--- src/rtl/baud_pkg.sv ---
package baud_pkg;

    // Register addresses seen on the byte port
    typedef enum logic [1:0] {
        ADDR_DIV_LO = 2'd0,
        ADDR_DIV_HI = 2'd1,
        ADDR_FRAC   = 2'd2,
        ADDR_LINE   = 2'd3
    } baud_addr_e;

endpackage

--- src/rtl/baud_regs.sv ---
module baud_regs
    import baud_pkg::*;
#(
    parameter int BYTE_W = 8,
    parameter int FRAC_W = 4
) (
    input  logic                  clk,
    input  logic                  rst_n,
    input  logic                  wen_i,
    input  logic [1:0]            addr_i,
    input  logic [BYTE_W-1:0]     wdata_i,
    output logic [BYTE_W-1:0]     rdata_o,
    output logic [2*BYTE_W-1:0]   div_o,
    output logic [FRAC_W-1:0]     mul_o,
    output logic [FRAC_W-1:0]     add_o,
    output logic [BYTE_W-1:0]     line_o,
    output logic                  restart_o
);
    localparam int FR_W  = 2 * FRAC_W;
    localparam int LATCH = BYTE_W - 1;

    typedef struct packed {
        logic [BYTE_W-1:0] lo;
        logic [BYTE_W-1:0] hi;
        logic [BYTE_W-1:0] line;
        logic [FR_W-1:0]   frac;
    } regs_t;

    regs_t r_d, r_q;
    logic  latch_on;

    always_comb begin
        r_d       = r_q;
        restart_o = 1'b0;
        latch_on  = r_q.line[LATCH];
        rdata_o   = '0;

        case (baud_addr_e'(addr_i))
            ADDR_DIV_LO: if (latch_on) rdata_o = r_q.lo;
            ADDR_DIV_HI: if (latch_on) rdata_o = r_q.hi;
            ADDR_FRAC:   rdata_o = BYTE_W'(r_q.frac);
            default:     rdata_o = r_q.line;
        endcase

        if (wen_i) begin
            case (baud_addr_e'(addr_i))
                ADDR_DIV_LO: if (latch_on) begin
                    r_d.lo    = wdata_i;
                    restart_o = 1'b1;
                end
                ADDR_DIV_HI: if (latch_on) begin
                    r_d.hi    = wdata_i;
                    restart_o = 1'b1;
                end
                ADDR_FRAC: begin
                    r_d.frac  = wdata_i[FR_W-1:0];
                    restart_o = 1'b1;
                end
                default: r_d.line = wdata_i;
            endcase
        end
    end

    always_ff @(posedge clk) begin
        if (!rst_n) begin
            r_q.lo   <= BYTE_W'(1);
            r_q.hi   <= '0;
            r_q.line <= '0;
            r_q.frac <= FR_W'(1) << FRAC_W;
        end else begin
            r_q <= r_d;
        end
    end

    assign div_o  = {r_q.hi, r_q.lo};
    assign mul_o  = r_q.frac[FR_W-1:FRAC_W];
    assign add_o  = r_q.frac[FRAC_W-1:0];
    assign line_o = r_q.line;

endmodule

--- src/rtl/baud_divcnt.sv ---
module baud_divcnt #(
    parameter int DIV_W = 16
) (
    input  logic             clk,
    input  logic             rst_n,
    input  logic [DIV_W-1:0] div_i,
    input  logic             restart_i,
    output logic             pulse_o
);
    typedef struct packed {
        logic [DIV_W-1:0] cnt;
    } cnt_t;

    cnt_t             s_d, s_q;
    logic [DIV_W-1:0] last;

    always_comb begin
        // a divisor of zero counts like one
        last    = (div_i == '0) ? '0 : div_i - DIV_W'(1);
        pulse_o = (s_q.cnt == last) && !restart_i;
        s_d     = s_q;
        if (restart_i || pulse_o) s_d.cnt = '0;
        else                      s_d.cnt = s_q.cnt + DIV_W'(1);
    end

    always_ff @(posedge clk) begin
        if (!rst_n) s_q <= '0;
        else        s_q <= s_d;
    end

endmodule

--- src/rtl/baud_fracacc.sv ---
module baud_fracacc #(
    parameter int FRAC_W = 4
) (
    input  logic              clk,
    input  logic              rst_n,
    input  logic              pulse_i,
    input  logic              restart_i,
    input  logic [FRAC_W-1:0] mul_i,
    input  logic [FRAC_W-1:0] add_i,
    output logic              tick_o
);
    localparam int ACC_W = FRAC_W + 2;

    typedef struct packed {
        logic [ACC_W-1:0] acc;
        logic             tick;
    } frac_t;

    frac_t            s_d, s_q;
    logic [ACC_W-1:0] mul_eff, limit, sum;

    always_comb begin
        mul_eff = (mul_i == '0) ? ACC_W'(1) : ACC_W'(mul_i);
        limit   = mul_eff + ACC_W'(add_i);
        sum     = s_q.acc + mul_eff;
        s_d      = s_q;
        s_d.tick = 1'b0;
        if (restart_i) begin
            s_d.acc = '0;
        end else if (pulse_i) begin
            // emit mul ticks for every mul+add divisor periods
            if (sum >= limit) begin
                s_d.acc  = sum - limit;
                s_d.tick = 1'b1;
            end else begin
                s_d.acc  = sum;
            end
        end
    end

    always_ff @(posedge clk) begin
        if (!rst_n) s_q <= '0;
        else        s_q <= s_d;
    end

    assign tick_o = s_q.tick;

endmodule

--- src/rtl/baud_frac_gen.sv ---
module baud_frac_gen #(
    parameter int BYTE_W = 8,
    parameter int FRAC_W = 4
) (
    input  logic              clk,
    input  logic              rst_n,
    input  logic              reg_wen,
    input  logic [1:0]        reg_addr,
    input  logic [BYTE_W-1:0] reg_wdata,
    output logic [BYTE_W-1:0] reg_rdata,
    output logic              tick
);
    localparam int DIV_W = 2 * BYTE_W;

    logic [DIV_W-1:0]  div_w;
    logic [FRAC_W-1:0] mul_w, add_w;
    logic [BYTE_W-1:0] line_w;
    logic              restart_w, pulse_w;

    baud_regs #(.BYTE_W(BYTE_W), .FRAC_W(FRAC_W)) u_regs (
        .clk       (clk),
        .rst_n     (rst_n),
        .wen_i     (reg_wen),
        .addr_i    (reg_addr),
        .wdata_i   (reg_wdata),
        .rdata_o   (reg_rdata),
        .div_o     (div_w),
        .mul_o     (mul_w),
        .add_o     (add_w),
        .line_o    (line_w),
        .restart_o (restart_w)
    );

    baud_divcnt #(.DIV_W(DIV_W)) u_cnt (
        .clk       (clk),
        .rst_n     (rst_n),
        .div_i     (div_w),
        .restart_i (restart_w),
        .pulse_o   (pulse_w)
    );

    baud_fracacc #(.FRAC_W(FRAC_W)) u_frac (
        .clk       (clk),
        .rst_n     (rst_n),
        .pulse_i   (pulse_w),
        .restart_i (restart_w),
        .mul_i     (mul_w),
        .add_i     (add_w),
        .tick_o    (tick)
    );

endmodule

--- config.mk ---
export PLATFORM = sky130hd
export DESIGN_NAME = baud_frac_gen
export DESIGN_NICKNAME = d
export VERILOG_FILES = /design/src/rtl/baud_pkg.sv /design/src/rtl/baud_regs.sv /design/src/rtl/baud_divcnt.sv /design/src/rtl/baud_fracacc.sv /design/src/rtl/baud_frac_gen.sv
export SDC_FILE = /design/constraint.sdc
export NUM_CORES = 1
export LEC_CHECK = 0
export BUFFER_PORTS_ARGS = -buffer_cell sky130_fd_sc_hd__buf_2
export CORE_MARGIN = 3
export CORE_UTILIZATION = 50
export CTS_BUF_LIST = sky130_fd_sc_hd__clkbuf_2 sky130_fd_sc_hd__clkbuf_4 sky130_fd_sc_hd__clkbuf_8
export CTS_CLUSTER_SIZE = 10
export DETAILED_ROUTE_END_ITERATION = 8
export PLACE_DENSITY = 0.72
export SLEW_MARGIN = 20
export SYNTH_ARGS = -nofsm -noshare
export SYNTH_HDL_FRONTEND = slang
export SYNTH_SLANG_ARGS = --single-unit
--- constraint.sdc ---
create_clock -name clk -period 3.8 [get_ports clk]
set_input_delay 0.57 -clock clk [delete_from_list [all_inputs] [get_ports clk]]
set_output_delay 0.57 -clock clk [all_outputs]
set_load 0.01 [all_outputs]
==> flow_summary.toml, run 1 <==
[clock_network]
cts_hold_buf = 0
cts_buffers = 5
cts_setup_buffers = 0
path_clk_slew_ps = 100
cts.path.max_buffers = 2
post_cts_resized = 0
clkLatencyLatePin_ps = 310
clock-root-buffer = "clkbuf_8"
cts_tree = "yes"
clkSinkCount = 55
htree_levels = 2

[power]
p_clk_frac = 0.215
power.density_mw_per_mm2 = 393
peakVddDrop_v = 0.000222
pwr-share-seq = 0.406
intPower_mw = 1.05
p_total_mw = 1.60
switching_share = 0.348
pwr-share-comb = 0.379
p_sw_mw = 0.557
p_leak_nw = 1.63

[hold_path]
hold_path.class = "flip-flop to flip-flop"
hold_depth = 2
min_from = "u_frac.s_q[4]"

[detailed_routing]
final_antenna_net_count = 0
num_vias = 3406
wl_per_cell_um = 15.7
routed_wl_um = 9140
vias_per_cell = 5.84
dr.first_iter.drc_count = 280
drt_drc_violations_left = 0
drt_pass1_iterations = 4

[critical_path]
r2r_start = "u_regs.div_o[2]"
worst-r2r-setup-slack_ps = 410
arrival_ps = 3580
worstSetupStartpoint = "u_regs.div_o[2]"
worstSetupEndpointType = "flip-flop"
ff2ff_path_depth = 8
path_class = "flip-flop to flip-flop"
critPathLaunchType = "flip-flop"
cp.required_ps = 3990
crit_fanout = 16

[grt]
grt_overflow = 0
grt_first_pass_wirelength_um = 15600
grt_usage = 0.221
antenna_found_initial = 0
grt_max_degree = 34
grt_pass1_vias = 3183

[synthesis]
synth_cell_types = 59
synth_area_leaders = "dfxtp_1, mux2i_1, nand2_1"
synth_nets = 506
yosysTopAreaCellShare = 0.288
synth_cells = 478
avgSynthCellArea_um2 = 8.00
synthMuxAreaShare = 0.0958
synth_top_family_by_area = "simple AND/OR/NAND/NOR gates"
synthesis.area_mm2 = 0.00382
synth-seq-area-share = 0.288
ys_ff_latch = 55
synth_edf_count = 0
synth-compound-area-share = 0.180
async_flop_share = 0
synthFlopType = "dfxtp_1"
synthSimpleGateAreaFrac = 0.263
synth_xor_area_frac = 0.0756
yosys.area_share.adder = 0.0563
synth_largest_area_cell = "dfxtp_1"
ys.warnings.count = 0

[die]
initial_utilization = 0.522
die_width_um = 93.5
row_count = 31
die-area_mm2 = 0.00874
die_h_um = 93.5
io_pins = 22
core_area_mm2 = 0.00733

[sta]
fmax_mhz = 295
maxSlewViolCount = 0
skew_ps = 9.24
timing.slew.headroom = 0.362
hold_violations = 0
tns_ps = 0
rsz0062_at_grt = "no"
tightest_slew_ps = 955
setup_viol = 0
fin_crit_sh = 0.893
fin_crit_ps = 3390

[cells_and_area]
area_growth_pct = 6.48
final_layout_size_suffix_gt1_frac = 0.0971
num_antenna_cells = 0
nets = 512

[flow_run]
cap_violations = 0

[place]
gp_congestion = 0.885
port_buffers = 21
dp_hpwl_um = 6940

[status]
status = "finished, final reports clean"
-- cells in the final DEF (no fill, tap or decap), types with 11 or more instances in the layout --
cell type,instances
nand2_1,74
dfxtp_1,55
xor2_1,15
a21oi_1,19
nand3_1,16
nor2_1,29
ha_1,14
a21boi_0,25
buf_2,21
nor2b_1,17
inv_1,13
or3_1,11
mux2i_1,31
xnor2_1,18
o21ai_0,11
-- final cells by class --
| type | count | area, um2 |
|---|---|---|
| repair buffers | 25 | 135 |
| multi-input cells | 383 | 2570 |
| well taps | 99 | 124 |
| clock inverters | 1 | 8.76 |
| fillers | 688 | 3260 |
| flip-flops and latches | 55 | 1100 |
| clock buffers | 6 | 82.6 |
| inverters | 14 | 52.6 |
-- stage by stage --
step / area [um2] / hold slack (ps) / util / std cells / worst slack, ps
2_1_floorplan: 3820 / 438 / - / 478 / 502
3_3_place_gp: 3980 / 459 / 0.542 / 576 / 494
3_5_place_dp: 3980 / 466 / 0.542 / 576 / 317
4_1_cts: 4070 / 481 / 0.555 / 583 / 273
5_1_grt: 4070 / 525 / 0.556 / 583 / 179
6_report: 4070 / 484 / 0.556 / 583 / 407
-- worst paths after layout --
kind,endpoint
setup / recovery,u_cnt.s_q[13]
hold / removal,u_frac.s_q[4]
setup reg to reg,u_cnt.s_q[13]
hold reg to reg,u_frac.s_q[4]
-- power groups by stage --
stage / Clock [mW] / Combinational, mW / Sequential [mW]
after global routing: 0.374 / 0.683 / 0.656
after detailed placement: 0 / 0.593 / 0.663
after floorplan: 0 / 0.484 / 0.653
after global placement: 0 / 0.576 / 0.663
after CTS: 0.350 / 0.598 / 0.650
final: 0.344 / 0.607 / 0.651
-- cells by family after synthesis --
group / Yosys count
AOI/OAI and AO/OA: 97
buffers and inverters: 40
muxes: 36
and+or+nand+nor: 200
xor gates and xnor gates: 33
DFF: 55
adders and majority gates: 17
-- state kept, by name, summed over array words and instances, names as in the netlist --
register	cells
u_frac.tick_o	1
u_cnt.s_q	16
u_frac.s_q	6
u_regs.add_o	4
u_regs.line_o	8
u_regs.mul_o	4
u_regs.div_o	16
-- synthesized netlist by cell type (13+ instances only) --
master / count
nor2_1: 29
clkbuf_1: 19
nand3_1: 16
a21oi_1: 19
a21boi_0: 25
inv_1: 13
nand2_1: 74
nor2b_1: 17
dfxtp_1: 55
mux2i_1: 31
xor2_1: 15
xnor2_1: 18
ha_1: 14
-- metal layers --
metal	global-route usage	vias up	share of wire
met5	0	-	0
met4	0.0781	0	0.025
met3	0.0257	18	0.037
met2	0.365	87	0.48
met1	0.296	1592	0.46
li1	-	1709	-
-- worst max-delay path, cell delays in order (launching register included) --
cell	delay (ps)
dfxtp_1	390
or4_1	650
or3_1	400
and3_1	200
a221o_1	250
a2111oi_0	480
nand4_1	340
o21ai_4	460
nor2_1	100
(Power assumes the default switching activity.)
==> run 2: changes to the inputs <==
==> constraint.sdc (replaced) <==
create_clock -name clk -period 3.46 [get_ports clk]
set_input_delay 0.519 -clock clk [delete_from_list [all_inputs] [get_ports clk]]
set_output_delay 0.519 -clock clk [all_outputs]
set_load 0.01 [all_outputs]
==> run 2 against run 1 <==
Net effect: first-iteration DRC count grew 2.9%; non-clock buffer count is 10 higher; via count grew 1.6%; hold slack gained 3.8 ps; power grew 16%; critical path depth unchanged; utilization increased by 1.6 points; design area rose by 2.8%; maximum frequency grew 2.4%; sequential share of layout area is 0.71 points lower; wire length decreased by 0.44%; critical endpoint is now u_frac.s_q[1].
==> flow_summary.toml, run 2 (synthesized netlist as in run 1, its figures left out) <==
[cells_and_area]
final_common_cell = "nand2_1"
fill_cells = 653
area_growth_pct = 9.49
nets = 522
final_layout_size_suffix_gt1_frac = 0.119
regArea_mm2 = 0.00110
final_core_util = 0.571
multi_input_area_mm2 = 0.00256
final_cell_area_mm2 = 0.00419
layout_common_cells = "nand2_1, dfxtp_1, mux2i_1"
num_antenna_cells = 0

[sta]
timing.slew.headroom = 0.388
skew_ps = 11.2
maxSlewViolCount = 0
hold_violations = 0
rsz0062_at_grt = "no"
fin_crit_sh = 0.958
fmax_mhz = 302
fin_crit_ps = 3320
tightest_slew_ps = 916
hold_ws_ps = 488
setup_viol = 0
tns_ps = 0

[clock_network]
htree_levels = 2
cts_hold_buf = 0
path_clk_slew_ps = 100
cts.path.max_buffers = 2
clock-root-buffer = "clkbuf_8"
clkLatencyLatePin_ps = 310
clkSinkCount = 55
cts_buffers = 5
cts_tree = "yes"

[grt]
antenna_found_initial = 0
grt_first_pass_wirelength_um = 15300
grt_overflow = 0
grt_pass1_vias = 3278
grt_usage = 0.217
grt_max_degree = 34

[hold_path]
hold_path.class = "flip-flop to flip-flop"

[critical_path]
worstSetupEndpointType = "flip-flop"
cp.required_ps = 3660
arrival_ps = 3510
worst-r2r-setup-slack_ps = 140
crit_fanout = 8
critPathLaunchType = "flip-flop"
path_class = "flip-flop to flip-flop"

[power]
power.density_mw_per_mm2 = 443
pwr-share-seq = 0.385
peakVddDrop_v = 0.000217
switching_share = 0.331
p_clk_frac = 0.244
p_leak_nw = 1.71
pwr-share-comb = 0.371
intPower_mw = 1.24
p_sw_mw = 0.614

[place]
gp_congestion = 0.917
dpl_cell_area_mm2 = 0.00404
dp_hpwl_um = 7010
port_buffers = 21

[die]
core_area_mm2 = 0.00733
die_width_um = 93.5
initial_utilization = 0.522
row_count = 31
die-area_mm2 = 0.00874
io_pins = 22
die_h_um = 93.5

[detailed_routing]
wl_per_cell_um = 15.3
drt_drc_violations_left = 0
num_vias = 3459
routed_wl_um = 9100
vias_per_cell = 5.82
final_antenna_net_count = 0
dr.first_iter.drc_count = 288
drt_pass1_iterations = 5

[status]
status = "finished, final reports clean"

[flow_run]
cap_violations = 0
-- run 2: path summary, 6_finish.rpt --
| check | start | to | cells after the start |
|---|---|---|---|
| setup / recovery | u_regs.div_o[1] | u_frac.s_q[1] | 8 |
| hold / removal | u_frac.s_q[3] | u_frac.s_q[3] | 2 |
| setup reg to reg | u_regs.div_o[1] | u_frac.s_q[1] | 8 |
| hold reg to reg | u_frac.s_q[3] | u_frac.s_q[3] | 2 |
-- run 2: power groups by stage --
stage | logic (mW) | clock network [mW] | registers (mW)
3_3_place_gp | 0.645 | 0 | 0.727
4_1_cts | 0.673 | 0.460 | 0.714
3_5_place_dp | 0.669 | 0 | 0.728
2_1_floorplan | 0.532 | 0 | 0.717
6_report | 0.687 | 0.453 | 0.715
5_1_grt | 0.771 | 0.486 | 0.720
-- run 2: per-stage QoR --
step / power, mW / instances / worst slack, ps
after global routing: 1.98 / 594 / 33.4
after floorplan: 1.25 / 478 / 162
after detailed placement: 1.40 / 585 / 118
after CTS: 1.85 / 593 / 83.6
final: 1.85 / 594 / 145
after global placement: 1.37 / 585 / 261
-- run 2: per-layer routing --
layer | vias up | wire length, um | part of all wire | global-route usage
met2 | 117 | 4230 | 0.46 | 0.363
li1 | 1730 | - | - | -
met5 | - | 0 | 0 | 0
met4 | 0 | 319 | 0.035 | 0.0916
met1 | 1586 | 4130 | 0.45 | 0.282
met3 | 26 | 425 | 0.047 | 0.0257
-- run 2: area by class of cell --
class                           count  area share
Clock buffer                        6      0.0197
Clock inverter                      2     0.00926
Inverter                           14      0.0125
Multi-Input combinational cell    383       0.612
Sequential cell                    55       0.263
Tap cell                           99      0.0296
Timing Repair Buffer               35      0.0532
-- run 2: what timing repair did --
item,4_1_cts,5_1_grt
hold endpoints to repair,0,0
gates resized for setup,0,2
setup endpoints to repair,0,17
setup buffers,0,1
-- run 2: worst max-delay path: stages (launching register included) --
cell and delay (ps):
dfxtp_1 320, or4_1 640, or3_1 410, and3_1 210, a221o_1 250, a2111oi_0 500
nand4_1 330, o31a_1 360, o21a_1 180
